===== src/rtl/uart_tx_pkg.sv =====
package uart_tx_pkg;

  typedef enum logic [2:0] {
    PH_IDLE,
    PH_ALIGN,
    PH_START,
    PH_DATA,
    PH_PARITY,
    PH_STOP1,
    PH_STOP2
  } tx_phase_e;

  typedef struct packed {
    logic par_en;
    logic par_even;
    logic par_stick;
    logic stop_two;
  } frame_cfg_t;

endpackage


===== src/rtl/uart_tx_rst_sync.sv =====
module uart_tx_rst_sync #(
  parameter int STAGES = 2
) (
  input  logic clk,
  input  logic rst_n,
  output logic rst_n_sync
);

  logic [STAGES-1:0] chain_q;

  always_ff @(posedge clk or negedge rst_n) begin
    if (!rst_n) begin
      chain_q <= '0;
    end else begin
      chain_q <= {chain_q[STAGES-2:0], 1'b1};
    end
  end

  assign rst_n_sync = chain_q[STAGES-1];

endmodule


===== src/rtl/uart_tx_parity.sv =====
module uart_tx_parity
  import uart_tx_pkg::*;
#(
  parameter int DATA_W = 8
) (
  input  logic [DATA_W-1:0] data,
  input  frame_cfg_t        cfg,
  output logic              par_bit
);

  logic ones_odd;

  assign ones_odd = ^data;

  always_comb begin
    if (cfg.par_stick) begin
      par_bit = ~cfg.par_even;
    end else if (cfg.par_even) begin
      par_bit = ones_odd;
    end else begin
      par_bit = ~ones_odd;
    end
  end

endmodule


===== src/rtl/uart_tx_sequencer.sv =====
module uart_tx_sequencer
  import uart_tx_pkg::*;
#(
  parameter int DATA_W = 8
) (
  input  logic              clk,
  input  logic              rst_n,
  input  logic              proto_en,
  input  logic              baud_tick,
  input  logic              in_valid,
  input  logic [DATA_W-1:0] in_data,
  input  frame_cfg_t        cfg_in,
  input  logic              par_in,
  output logic              in_ready,
  output logic              busy,
  output logic              line_bit
);

  localparam int CNT_W = (DATA_W > 1) ? $clog2(DATA_W) : 1;
  localparam logic [CNT_W-1:0] LAST_IDX = CNT_W'(DATA_W - 1);

  tx_phase_e         phase_q, phase_d;
  logic [DATA_W-1:0] shreg_q, shreg_d;
  logic [CNT_W-1:0]  cnt_q, cnt_d;
  logic              par_q, par_d;
  logic              pen_q, pen_d;
  logic              two_q, two_d;
  logic              load_en;
  logic              take;

  assign in_ready = proto_en && (phase_q == PH_IDLE) && rst_n;
  assign take     = in_valid && in_ready;
  assign busy     = (phase_q != PH_IDLE);

  always_comb begin
    phase_d = phase_q;
    shreg_d = shreg_q;
    cnt_d   = cnt_q;
    par_d   = par_q;
    pen_d   = pen_q;
    two_d   = two_q;
    load_en = 1'b0;
    if (!proto_en) begin
      phase_d = PH_IDLE;
    end else begin
      unique case (phase_q)
        PH_IDLE: begin
          if (take) begin
            phase_d = PH_ALIGN;
            shreg_d = in_data;
            par_d   = par_in;
            pen_d   = cfg_in.par_en;
            two_d   = cfg_in.stop_two;
            load_en = 1'b1;
          end
        end
        PH_ALIGN: if (baud_tick) phase_d = PH_START;
        PH_START: begin
          if (baud_tick) begin
            phase_d = PH_DATA;
            cnt_d   = '0;
            load_en = 1'b1;
          end
        end
        PH_DATA: begin
          if (baud_tick) begin
            shreg_d = shreg_q >> 1;
            cnt_d   = cnt_q + 1'b1;
            load_en = 1'b1;
            if (cnt_q == LAST_IDX) begin
              phase_d = pen_q ? PH_PARITY : PH_STOP1;
            end
          end
        end
        PH_PARITY: if (baud_tick) phase_d = PH_STOP1;
        PH_STOP1:  if (baud_tick) phase_d = two_q ? PH_STOP2 : PH_IDLE;
        PH_STOP2:  if (baud_tick) phase_d = PH_IDLE;
        default:   phase_d = PH_IDLE;
      endcase
    end
  end

  always_ff @(posedge clk or negedge rst_n) begin
    if (!rst_n) begin
      phase_q <= PH_IDLE;
    end else begin
      phase_q <= phase_d;
    end
  end

  always_ff @(posedge clk or negedge rst_n) begin
    if (!rst_n) begin
      shreg_q <= '0;
      cnt_q   <= '0;
      par_q   <= 1'b0;
      pen_q   <= 1'b0;
      two_q   <= 1'b0;
    end else if (load_en) begin
      shreg_q <= shreg_d;
      cnt_q   <= cnt_d;
      par_q   <= par_d;
      pen_q   <= pen_d;
      two_q   <= two_d;
    end
  end

  always_comb begin
    unique case (phase_q)
      PH_START:  line_bit = 1'b0;
      PH_DATA:   line_bit = shreg_q[0];
      PH_PARITY: line_bit = par_q;
      default:   line_bit = 1'b1;
    endcase
  end

endmodule


===== src/rtl/uart_tx_line_drive.sv =====
module uart_tx_line_drive (
  input  logic proto_en,
  input  logic brk_force,
  input  logic line_bit,
  output logic tx_out
);

  always_comb begin
    if (!proto_en) begin
      tx_out = 1'b1;
    end else if (brk_force) begin
      tx_out = 1'b0;
    end else begin
      tx_out = line_bit;
    end
  end

endmodule


===== src/rtl/uart_frame_tx.sv =====
module uart_frame_tx
  import uart_tx_pkg::*;
#(
  parameter int DATA_W = 8
) (
  input  logic              clk,
  input  logic              rst_n,
  input  logic              proto_en,
  input  logic              brk_force,
  input  logic              par_en,
  input  logic              par_even,
  input  logic              par_stick,
  input  logic              stop_two,
  input  logic              in_valid,
  input  logic [DATA_W-1:0] in_data,
  output logic              in_ready,
  input  logic              baud_tick,
  output logic              tx_out,
  output logic              busy
);

  logic       rst_n_int;
  logic       par_bit;
  logic       line_bit;
  frame_cfg_t cfg;

  assign cfg = '{par_en: par_en, par_even: par_even,
                 par_stick: par_stick, stop_two: stop_two};

  uart_tx_rst_sync #(.STAGES(2)) u_rst (
    .clk        (clk),
    .rst_n      (rst_n),
    .rst_n_sync (rst_n_int)
  );

  uart_tx_parity #(.DATA_W(DATA_W)) u_par (
    .data    (in_data),
    .cfg     (cfg),
    .par_bit (par_bit)
  );

  uart_tx_sequencer #(.DATA_W(DATA_W)) u_seq (
    .clk       (clk),
    .rst_n     (rst_n_int),
    .proto_en  (proto_en),
    .baud_tick (baud_tick),
    .in_valid  (in_valid),
    .in_data   (in_data),
    .cfg_in    (cfg),
    .par_in    (par_bit),
    .in_ready  (in_ready),
    .busy      (busy),
    .line_bit  (line_bit)
  );

  uart_tx_line_drive u_drv (
    .proto_en  (proto_en),
    .brk_force (brk_force),
    .line_bit  (line_bit),
    .tx_out    (tx_out)
  );

endmodule


===== config.mk =====
export PLATFORM = sky130hd
export DESIGN_NAME = uart_frame_tx
export DESIGN_NICKNAME = d
export VERILOG_FILES = /design/src/rtl/uart_tx_pkg.sv /design/src/rtl/uart_tx_rst_sync.sv /design/src/rtl/uart_tx_parity.sv /design/src/rtl/uart_tx_sequencer.sv /design/src/rtl/uart_tx_line_drive.sv /design/src/rtl/uart_frame_tx.sv
export SDC_FILE = /design/constraint.sdc
export NUM_CORES = 1
export LEC_CHECK = 0
export BUFFER_PORTS_ARGS = -buffer_cell sky130_fd_sc_hd__buf_2
export CAP_MARGIN = 20
export CORE_MARGIN = 1
export CORE_UTILIZATION = 49
export CTS_CLUSTER_DIAMETER = 150
export DETAILED_ROUTE_END_ITERATION = 8
export GPL_ROUTABILITY_DRIVEN = 0
export GPL_TIMING_DRIVEN = 1
export PLACE_DENSITY = 0.72
export SLEW_MARGIN = 0
export SYNTH_ARGS = -nofsm -noshare
export SYNTH_HDL_FRONTEND = slang
export SYNTH_HIERARCHICAL = 1
export SYNTH_SLANG_ARGS = --single-unit

===== constraint.sdc =====
create_clock -name clk -period 1.6 [get_ports clk]
set_input_delay 0.16 -clock clk [delete_from_list [all_inputs] [get_ports clk]]
set_output_delay 0.16 -clock clk [all_outputs]
set_load 0.02 [all_outputs]

# --- Word level (Yosys, flattened, before mapping) ---
# Cells that the tools add are included.
classes:
  eq_ne: 18
  reduce_logical: 13
  addsub: 1
  muxes: 26
  bitwise_logic: 2
ops:
  columns: ["op", "n"]
  rows:
  - ["3-bit two-way mux", 11]
  - ["3-bit case mux with 7 select lines", 1]
  - ["3-bit inequality test (second input constant)", 6]
  - ["8-bit two-way mux", 2]
  - ["8-bit case mux with 2 select lines", 1]
  - ["3-bit equality test (second input constant)", 4]
  - ["5-bit AND reduction", 2]
  - ["1-bit two-way mux", 8]
  - ["8-bit AND reduction", 1]
  - ["8-bit parity", 1]
  - ["3-bit by 2-bit equality test with 1-bit output (second input constant)", 2]
  - ["3-bit by 2-bit inequality test with 1-bit output (second input constant)", 2]
  - ["3-bit case mux with 2 select lines", 1]
  - ["2-bit inequality test (second input constant)", 2]
  - ["4-bit AND reduction", 1]
  - ["2-bit nonzero test", 2]
  - ["3-bit by 1-bit adder with 3-bit output (second input constant)", 1]
  - ["3-bit by 1-bit equality test with 1-bit output (second input constant)", 1]
  - ["1-bit logical AND", 3]
  - ["3-bit logical NOT", 1]
  - ["1-bit case mux with 3 select lines", 1]
  - ["3-bit nonzero test", 1]
  - ["2-bit by 1-bit inequality test with 1-bit output (second input constant)", 1]
  - ["1-bit NOT", 2]
  - ["2 further kinds", 2]
totals:
  wordCells: 67
  input_bits: 18
  register_bits: 19
  output_inout_bits: 3

# --- Depth between registers and ports, before layout ---
# Gate-level depths: netlist (run 1).
logic_depth:
  depth_word: 8
  ltp_mapped: 7
  mapped_depth_nobuf: 6

# --- Cells and area by module ---
# Netlist (run 1), hierarchy kept.
modules_own_cells:
  columns: ["module", "cells_each", "area_per_inst_um2", "n_inst", "seq_area_each_um2"]
  rows:
  - ["uart_tx_sequencer", 100, 979.7, 1, 425.4]
  - ["uart_tx_parity", 9, 73.8, 1, 0.0]
  - ["uart_tx_rst_sync", 3, 53.8, 1, 50.0]
  - ["uart_tx_line_drive", 2, 12.5, 1, 0.0]

# --- Worst setup path before layout (run 1) ---
# OpenSTA, ideal clock, no wires.
synth_timing:
  path_type: "reg2reg"
  startpoint: "register u_seq.cnt_q[0]"
  endpoint: "register u_seq.phase_q[1]"
  period_less_slack_ns: 1.612
  required_ns: 1.474
  setup_slack_ns: -0.012
  stages_incl_launch_ff: 7
  t_arrival_ns: 1.486
  path_buffers: 0
  setup_time_ns: 0.126
  path_cell_list: "dfrtp_1 ha_1 ha_1 nand2b_1 a221oi_4 o21ai_0 o311a_1"
synth_via:
  elab_chain_cells: 3
synth_rtl:
  columns: ["element", "line_no", "rtl"]
  rows:
  - ["start, declared", "uart_tx_sequencer.sv:24", "logic [CNT_W-1:0] cnt_q, cnt_d;"]
  - ["start signal, assigned", "uart_tx_sequencer.sv:100", "cnt_q <= cnt_d;"]
  - ["3-bit equality test", "uart_tx_sequencer.sv:70", "if (cnt_q == LAST_IDX) begin"]
  - ["3-bit by 2-bit inequality test with 1-bit output (no line)", null, null]
  - ["8-bit AND reduction (no line)", null, null]
  - ["end signal, assigned", "uart_tx_sequencer.sv:87", "phase_q <= phase_d;"]
  - ["end, declared", "uart_tx_sequencer.sv:22", "tx_phase_e phase_q, phase_d;"]
# No other way between the ends.
# A chain may end at the register's enable or synchronous reset.

# --- Final worst setup path (run 1) ---
layout_timing:
  startpoint: "register u_seq.cnt_q[0]"
  endpoint: "register u_seq.phase_q[0]"
# Same word-level chain as after synthesis.

==> results of run 1 <==
[cells in the mapped netlist, drive strengths merged]
library cell | n | area, um2
dfrtp | 19 | 475
nor2 | 13 | 56.3
a21oi | 10 | 61.3
nand2 | 9 | 33.8
o21ai | 9 | 48.8
xnor2 | 8 | 70.1
mux2i | 6 | 60.1
nand3 | 6 | 30.0
buf | 5 | 38.8
inv | 4 | 15.0
nand2b | 4 | 25.0
mux2 | 3 | 33.8
nor2b | 3 | 26.3
ha | 2 | 25.0
o21bai | 2 | 15.0
o311a | 2 | 20.0
a221oi | 1 | 26.3
and3 | 1 | 6.26
clkbuf | 1 | 5.00
conb | 1 | 3.75
nand3b | 1 | 7.51
nand4bb | 1 | 11.3
o22ai | 1 | 6.26
o31ai | 1 | 7.51
or3 | 1 | 11.3
[final timing paths]
check / startpoint / end / slack (ps) / cells after the start
setup / recovery: u_seq/cnt_q[0]$_DFFE_PN0P_ / u_seq/phase_q[0]$_DFFE_PN0P_ / -50 / 7
hold / removal: par_en / u_seq/pen_q$_DFFE_PN0P_ / 120 / 2
setup reg to reg: u_seq/cnt_q[0]$_DFFE_PN0P_ / u_seq/phase_q[0]$_DFFE_PN0P_ / -50 / 7
hold reg to reg: u_rst/chain_q[1]$_DFF_PN0_ / u_seq/pen_q$_DFFE_PN0P_ / 290 / 1
max in group asynchronous: u_rst/chain_q[1]$_DFF_PN0_ / u_seq/phase_q[2]$_DFFE_PN0P_ / 1100 / 1
min in group asynchronous: rst_n / u_rst/chain_q[0]$_DFF_PN0_ / 180 / 2
[final cells by class]
cell class | instances | share of cell area
tap | 27 | 0.0230
clock buffer | 4 | 0.0179
timing repair buffer | 38 | 0.191
sequential | 19 | 0.326
multi-input combinational | 85 | 0.432
inverter | 4 | 0.0102
[power groups by stage]
stage          Clock, mW  Sequential (mW)  Combinational, mW
4_1_cts            0.238            0.777              0.914
6_report           0.231            0.781               1.06
5_1_grt            0.258            0.801               1.16
2_1_floorplan          0            0.743              0.613
3_3_place_gp           0            0.778              0.723
3_5_place_dp           0            0.790              0.769
[logic make-up (layout without fill, tap and decap cells)]
family,Yosys count,in the layout,synth area share
buffers and inverters,10,46,0.0525
DFF,19,19,0.425
AOI/OAI and AO/OA,26,26,0.165
other,1,1,0.00335
muxes,9,9,0.0838
adders and majority gates,2,2,0.0223
and+or+nand+nor,39,39,0.185
xor gates and xnor gates,8,8,0.0626
[flip-flops by register name, indices dropped and copies added (netlist names)]
| name | count |
|---|---|
| u_rst/chain_q | 2 |
| u_seq/cnt_q | 3 |
| u_seq/par_q | 1 |
| u_seq/pen_q | 1 |
| u_seq/phase_q | 3 |
| u_seq/shreg_q | 8 |
| u_seq/two_q | 1 |
[stage by stage]
step	utilization	setup TNS (ps)
after floorplan	-	0
after detailed placement	0.609	-127
after global placement	0.609	0
final	0.712	-155
after global routing	0.712	-460
after CTS	0.667	-122
[layer usage]
layer / track usage / wire, um / up-vias / share of wire
met1: 0.292 / 1050 / 464 / 0.44
li1: - / - / 463 / -
met5: 0 / 0 / - / 0
met2: 0.351 / 1200 / 27 / 0.50
met4: 0.0857 / 55 / 0 / 0.023
met3: 0.0370 / 79 / 6 / 0.033
[what timing repair did]
| action | in CTS | in global routing |
|---|---|---|
| setup endpoints to repair | 5 | 15 |
| setup buffers | 7 | 4 |
| pin swaps | 5 | 10 |
| gates resized for setup | 11 | 12 |
| hold buffers | 1 | 0 |
| endpoints found under the hold margin | 2 | 0 |
==> results list, run 1 <==
* P_leak: 0.692 nW
- Once placement finished, the instance area stood at 1250 um2.
- Synth unique cells: 31
* Final Hold Vio Count: 0
- After floorplanning, the core was divided into 16 placement rows.
- Post-route worst hold slack: 117 ps
- The count of nets left with antenna violations once routing finished came out at 0.
- Register area share after synthesis: 0.425
* Syn_nets: 134
* Number of antenna violations at the first check in global routing: 0
- Starting density of the core: 0.543
- Placement-stage worst setup slack: -69.3 ps
* H-tree levels: 1
- DRT iter0 DRCs: 27
* Proportion of power drawn by combinational gates: 0.512
- Maximum single-stage delay on the critical path: 400 ps
* Synth Warn #: 6
* Seq cells post-synth: 19
- Counting tap cells, the placed design contains a total of 161 instances.
- Total area of multi-input combinational cells: 634 um2
* Core area: 2060 um2
- Final WL: 2390 um
- Slack of the critical path: -45.8 ps
* Failing checks: setup timing
- For this design the top-level I/O count stands at 21.
- The signal on the critical path passes through ha_2 > ha_4 > nand2b_4 > a221oi_4 > buf_4 > nand3_1 > o31ai_1.
* Final antenna diode count: 0
- After detailed routing, the number of remaining DRC violations is 0.
- Across the VDD grid, the largest voltage drop is 1050 uV.
* Clock skew after layout: 6.60 ps
- First-pass GRT wire length: 4130 um
- P_int: 1.32 mW
- Biggest fanout along the worst timing path: 4
- Overall die area: 2480 um2
* Cell count after synthesis: 114
- Area of the mapped netlist: 1120 um2
- Pin count of the biggest net entering global routing: 19
- The average instance in the mapped netlist occupies 9.82 um2.
- Maximum frequency from static timing analysis: 608 MHz
* Max cap viols: 0
* Dpl hpwl: 1700 um
- Detailed-router iteration count before antenna repair: 4
* Routed length per placed instance: 13.5 um
* Number of max-slew violations in the final report: 0
* Tightest Hold Check Type: input pin to register
- Clock-pin slew was measured on the worst setup and hold paths at 100 ps.
- Vias per cell: 5.42
- The number of global-route vias before repair was 962.
- Net Sw Frac: 0.364
- Sequential Area: 478 um2
- The worst setup path is of the register to register kind.
* Number of buffers on the longest clock path: 2
* Sort of element at the end of the critical path: register
- Across every metal layer, demand over resource in global routing totals 0.219.
- Global-route congestion overflow total: 0
- Startpoint Class: register
* Area grow syn2layout: 31.1%
* TritonCTS Buffers: 3
* Filler cell count: 160
- # setup viols final: 5
- Final non-filler cell total: 177
- Clock power frac: 0.111
* Routed vias: 960
- Together, buffers and inverters on the worst path number 1.
- Setup repair after global routing could not meet its margin everywhere.
- Final period utilization: 1.03
* Proportion of layout cells with a drive suffix above 1: 0.400
* Sum of internal, switching and leakage power: 2.07 mW
- Power per unit of standard cell area: 1410 nW/um2
- Slowest cell on the critical path: sky130_fd_sc_hd__dfrtp_1
- TritonCTS built the clock tree.
* Cell at the root of the clock tree: sky130_fd_sc_hd__clkbuf_4
- Worst-Skew Late Latency: 280 ps
* Net switching power: 0.754 mW
- Measured along the x axis, the die boundary spans 49.8 um.
- Net count, final: 171
* Most used cells in the layout excluding fill and tap cells: sky130_fd_sc_hd__buf_2, sky130_fd_sc_hd__dfrtp_1, sky130_fd_sc_hd__buf_4
- Gate family responsible for the most delay along the worst path: compound AO/OA/AOI/OAI gates
* Period minus WS final: 1650 ps
- The run finished, with violations left.
- The finished cells cover 1470 um2.
* Required time of the critical path: 1780 ps
- Clock tree synthesis found a total of 19 sinks.
* Buffers added on ports: 20
- Power share of the sequential group: 0.377
* Worst EP arrival: 1830 ps
- Overall die height: 49.8 um
Note: power is estimated with default switching activity, not from simulation.
==> run 2, diff against run 1 <==
Settings changed: CORE_UTILIZATION 49 to 30, PLACE_DENSITY 0.72 to not set, SETUP_SLACK_MARGIN set to 0.05, SYNTH_HIERARCHICAL 1 to not set.
==> results list, run 2 <==
- Result of the run: finished, final reports clean
- Entering global routing, the biggest net connects 19 pins.
- The initial utilization of the core area, before any placement, comes to 0.324.
* Final period utilization: 0.993
- 21 I/O pins were placed.
- For this design the ratio of total power to cell area is 1260 nW/um2.
* Max FFs per register: 8
* Fraction of registers with async set/reset: 1.00
- The tree built by TritonCTS fans out to 19 sinks.
- The share of synthesized area in the top cell type comes to 0.423.
- Across all register-to-register paths, the minimum setup slack is 40 ps.
- The final route contains 950 vias.
- For hold timing, the worst endpoint is u_seq.pen_q$_DFFE_PN0P_.
* Sum of internal, switching and leakage power: 1.81 mW
* Area grow syn2layout: 28.0%
* Width of the chip: 63.2 um
- TritonCTS Buffers: 3
* Overall die area: 3990 um2
- The worst setup path is captured at a primary output.
* Leading cell type in the layout, fill and taps excluded: sky130_fd_sc_hd__nand2_1
- Biggest fanout along the worst timing path: 7
- Cells on worst reg2reg path: 5
- Worst-Skew Late Latency: 260 ps
- Seq cells post-synth: 19
* Number of max-slew violations in the final report: 0
* GRT Resource Usage Total: 0.136
- In the final routed layout, each cell accounts on average for 12.9 um.
- In the synthesized netlist the dominant register cell turns out to be sky130_fd_sc_hd__dfrtp_1.
- Final cell area excluding filler cells: 1440 um2
- No sink is reached through more buffers than the 2 on the longest clock path.
* Core area: 3470 um2
* Area of the mapped netlist: 1120 um2
- In this run the static leakage power is 0.684 nW.
- Proportion of layout cells with a drive suffix above 1: 0.344
- Input and output buffers added on the ports amount to 20.
* Syn_nets: 139
- After detailed routing, the total wire length is 2540 um.
- Required time of the critical path: 1440 ps
* Register area share after synthesis: 0.423
* First-pass GRT wire length: 4310 um
* Worst EP arrival: 1430 ps
- Synth Warn #: 0
- DRT iter0 DRCs: 46
* Final Hold Vio Count: 0
- Overall die height: 63.2 um
- At the end of the flow the core is filled with cells to 0.415.
- Number of nets with antenna violations after routing: 0
* Number of synthesized flops with an enable pin: 0
* Clock skew after layout: 7.47 ps
* Most flops, register: u_seq.shreg_q
* Number of antenna violations at the first check in global routing: 0
* Library cell with the largest summed area after synthesis: sky130_fd_sc_hd__dfrtp_1
* Number of global-route vias before repair: 925
- In this run the number of H-tree levels came out at 1.
- Startpoint Class: register
- Vias per cell: 4.82
* Worst hold path startpoint: par_en
- After the flow finishes, the layout carries non-filler instances totaling 197.
* Tightest Hold Check Type: input pin to register
- Final antenna diode count: 0
- The worst-case IR drop observed on VDD is 560 uV.
- In this run, placement finished with an instance count of 186.
- Setup violations remaining at the end of the flow were counted as 0.
- For this run, design rule violations remaining after detail routing come to 0.
* Max cap viols: 0
* Synth unique cells: 40
- Setup repair after global routing missed its margin: true
* Detailed-router iteration count before antenna repair: 4
- Startpoint of the most critical setup path: u_seq.phase_q[2]$_DFFE_PN0P_
- Dividing the synthesized area by the synthesized cell count gives 9.44 um2.
- Dpl hpwl: 1820 um
- Net count, final: 172
- Most common cell in the synthesized netlist: sky130_fd_sc_hd__nand2_1
- Std-Cell Rows: 21
* Clock-pin slew reported for the worst setup and hold paths after clock tree synthesis: 80 ps
- Summed negative setup slack over all endpoints: 0 ps
* Registers with the most flip-flops: u_seq.shreg_q (8), u_seq.cnt_q (3), u_seq.phase_q (3)
* CTS tree: yes
* Cell at the root of the clock tree: sky130_fd_sc_hd__clkbuf_8
- Maximum frequency from static timing analysis: 629 MHz
- Critical register-to-register path endpoint: u_seq.shreg_q[6]$_DFFE_PN0P_
* Global-route congestion overflow total: 0
- RR Startpoint: u_seq.phase_q[1]$_DFFE_PN0P_
* Most used cells in the layout excluding fill and tap cells: sky130_fd_sc_hd__nand2_1, sky130_fd_sc_hd__buf_2, sky130_fd_sc_hd__dfrtp_1
- Cell types with the highest counts after synthesis: sky130_fd_sc_hd__nand2_1, sky130_fd_sc_hd__dfrtp_1, sky130_fd_sc_hd__o21ai_1, sky130_fd_sc_hd__mux2i_1, sky130_fd_sc_hd__xnor2_1
* Worst hold stages: 3
* Cell count after synthesis: 119
- Placed instance area: 1290 um2
* Period minus WS final: 1590 ps
* Top post-synthesis cells by area: sky130_fd_sc_hd__dfrtp_1, sky130_fd_sc_hd__nand2_1, sky130_fd_sc_hd__mux2i_1
- By startpoint and endpoint, the worst setup path is classified as register to primary output.
run 2: cell types whose count changed in the layout (fill, tap and decap cells not counted), moves of 3 or more:
cell / change
sky130_fd_sc_hd__mux2_2: -3
sky130_fd_sc_hd__inv_1: -3
sky130_fd_sc_hd__o21ai_0: -5
sky130_fd_sc_hd__xnor2_1: -3
sky130_fd_sc_hd__buf_2: +3
sky130_fd_sc_hd__o21ai_1: +12
sky130_fd_sc_hd__nor2_1: -9
sky130_fd_sc_hd__clkbuf_8: +3
sky130_fd_sc_hd__buf_6: -6
sky130_fd_sc_hd__nand2_1: +19
sky130_fd_sc_hd__a21oi_1: -4
sky130_fd_sc_hd__nand3_1: -4
sky130_fd_sc_hd__clkbuf_4: -3
run 2: worst max-delay path by stage:
stage,end,slack [ps],cells past startpoint
3_5_place_dp,u_seq.shreg_q[5]$_DFFE_PN0P_,30,4
5_1_grt,tx_out,-60,4
2_1_floorplan,u_seq.shreg_q[6]$_DFFE_PN0P_,110,8
4_1_cts,tx_out,3,4
6_report,tx_out,10,4
3_3_place_gp,u_seq.phase_q[0]$_DFFE_PN0P_,60,6
run 2: area by class of cell:
class	instances	area (um2)
Multi-Input combinational cell	92	644
Timing Repair Buffer	33	200
Sequential cell	19	479
Tap cell	46	57.6
Inverter	3	11.3
Fill cell	371	2030
Clock buffer	4	45.0
run 2: timing repair:
item	4_1_cts	5_1_grt
gates cloned	1	0
pin swaps	3	2
hold endpoints to repair	2	0
hold buffers	1	0
resized for setup	6	2
endpoints found under the setup margin	10	12
setup buffers	2	3
run 2: cells by family after synthesis:
family	Yosys count	share of synthesized area
flops	19	0.423
other cells	1	0.00334
mux	7	0.0624
simple gates	44	0.203
compound gates	30	0.183
buf+inv	9	0.0490
fa+ha+maj	2	0.0223
xor+xnor	7	0.0546
run 2: critical path, cell delays in order, from the launching register on:
cell,delay [ps]
sky130_fd_sc_hd__dfrtp_2,470
sky130_fd_sc_hd__inv_2,120
sky130_fd_sc_hd__o41ai_4,310
sky130_fd_sc_hd__o21ai_1,100
sky130_fd_sc_hd__buf_2,160
run 2: routing by layer:
metal	wire, um	GRT usage
met4	9	0.0170
met5	0	0
met2	1170	0.228
met1	1250	0.183
met3	112	0.0326
run 2: power by group:
group	total [mW]	internal, mW	switching (mW)
logic	0.734	0.314	0.420
registers	0.732	0.636	0.0964
clock network	0.343	0.177	0.166
run 2: per-stage QoR:
stage          worst slack (ps)  hold WS (ps)
2_1_floorplan               106          -136
3_3_place_gp               64.9         -50.5
3_5_place_dp               33.0         -47.6
4_1_cts                    2.85          87.0
5_1_grt                   -60.3           126
6_report                   10.9          85.6
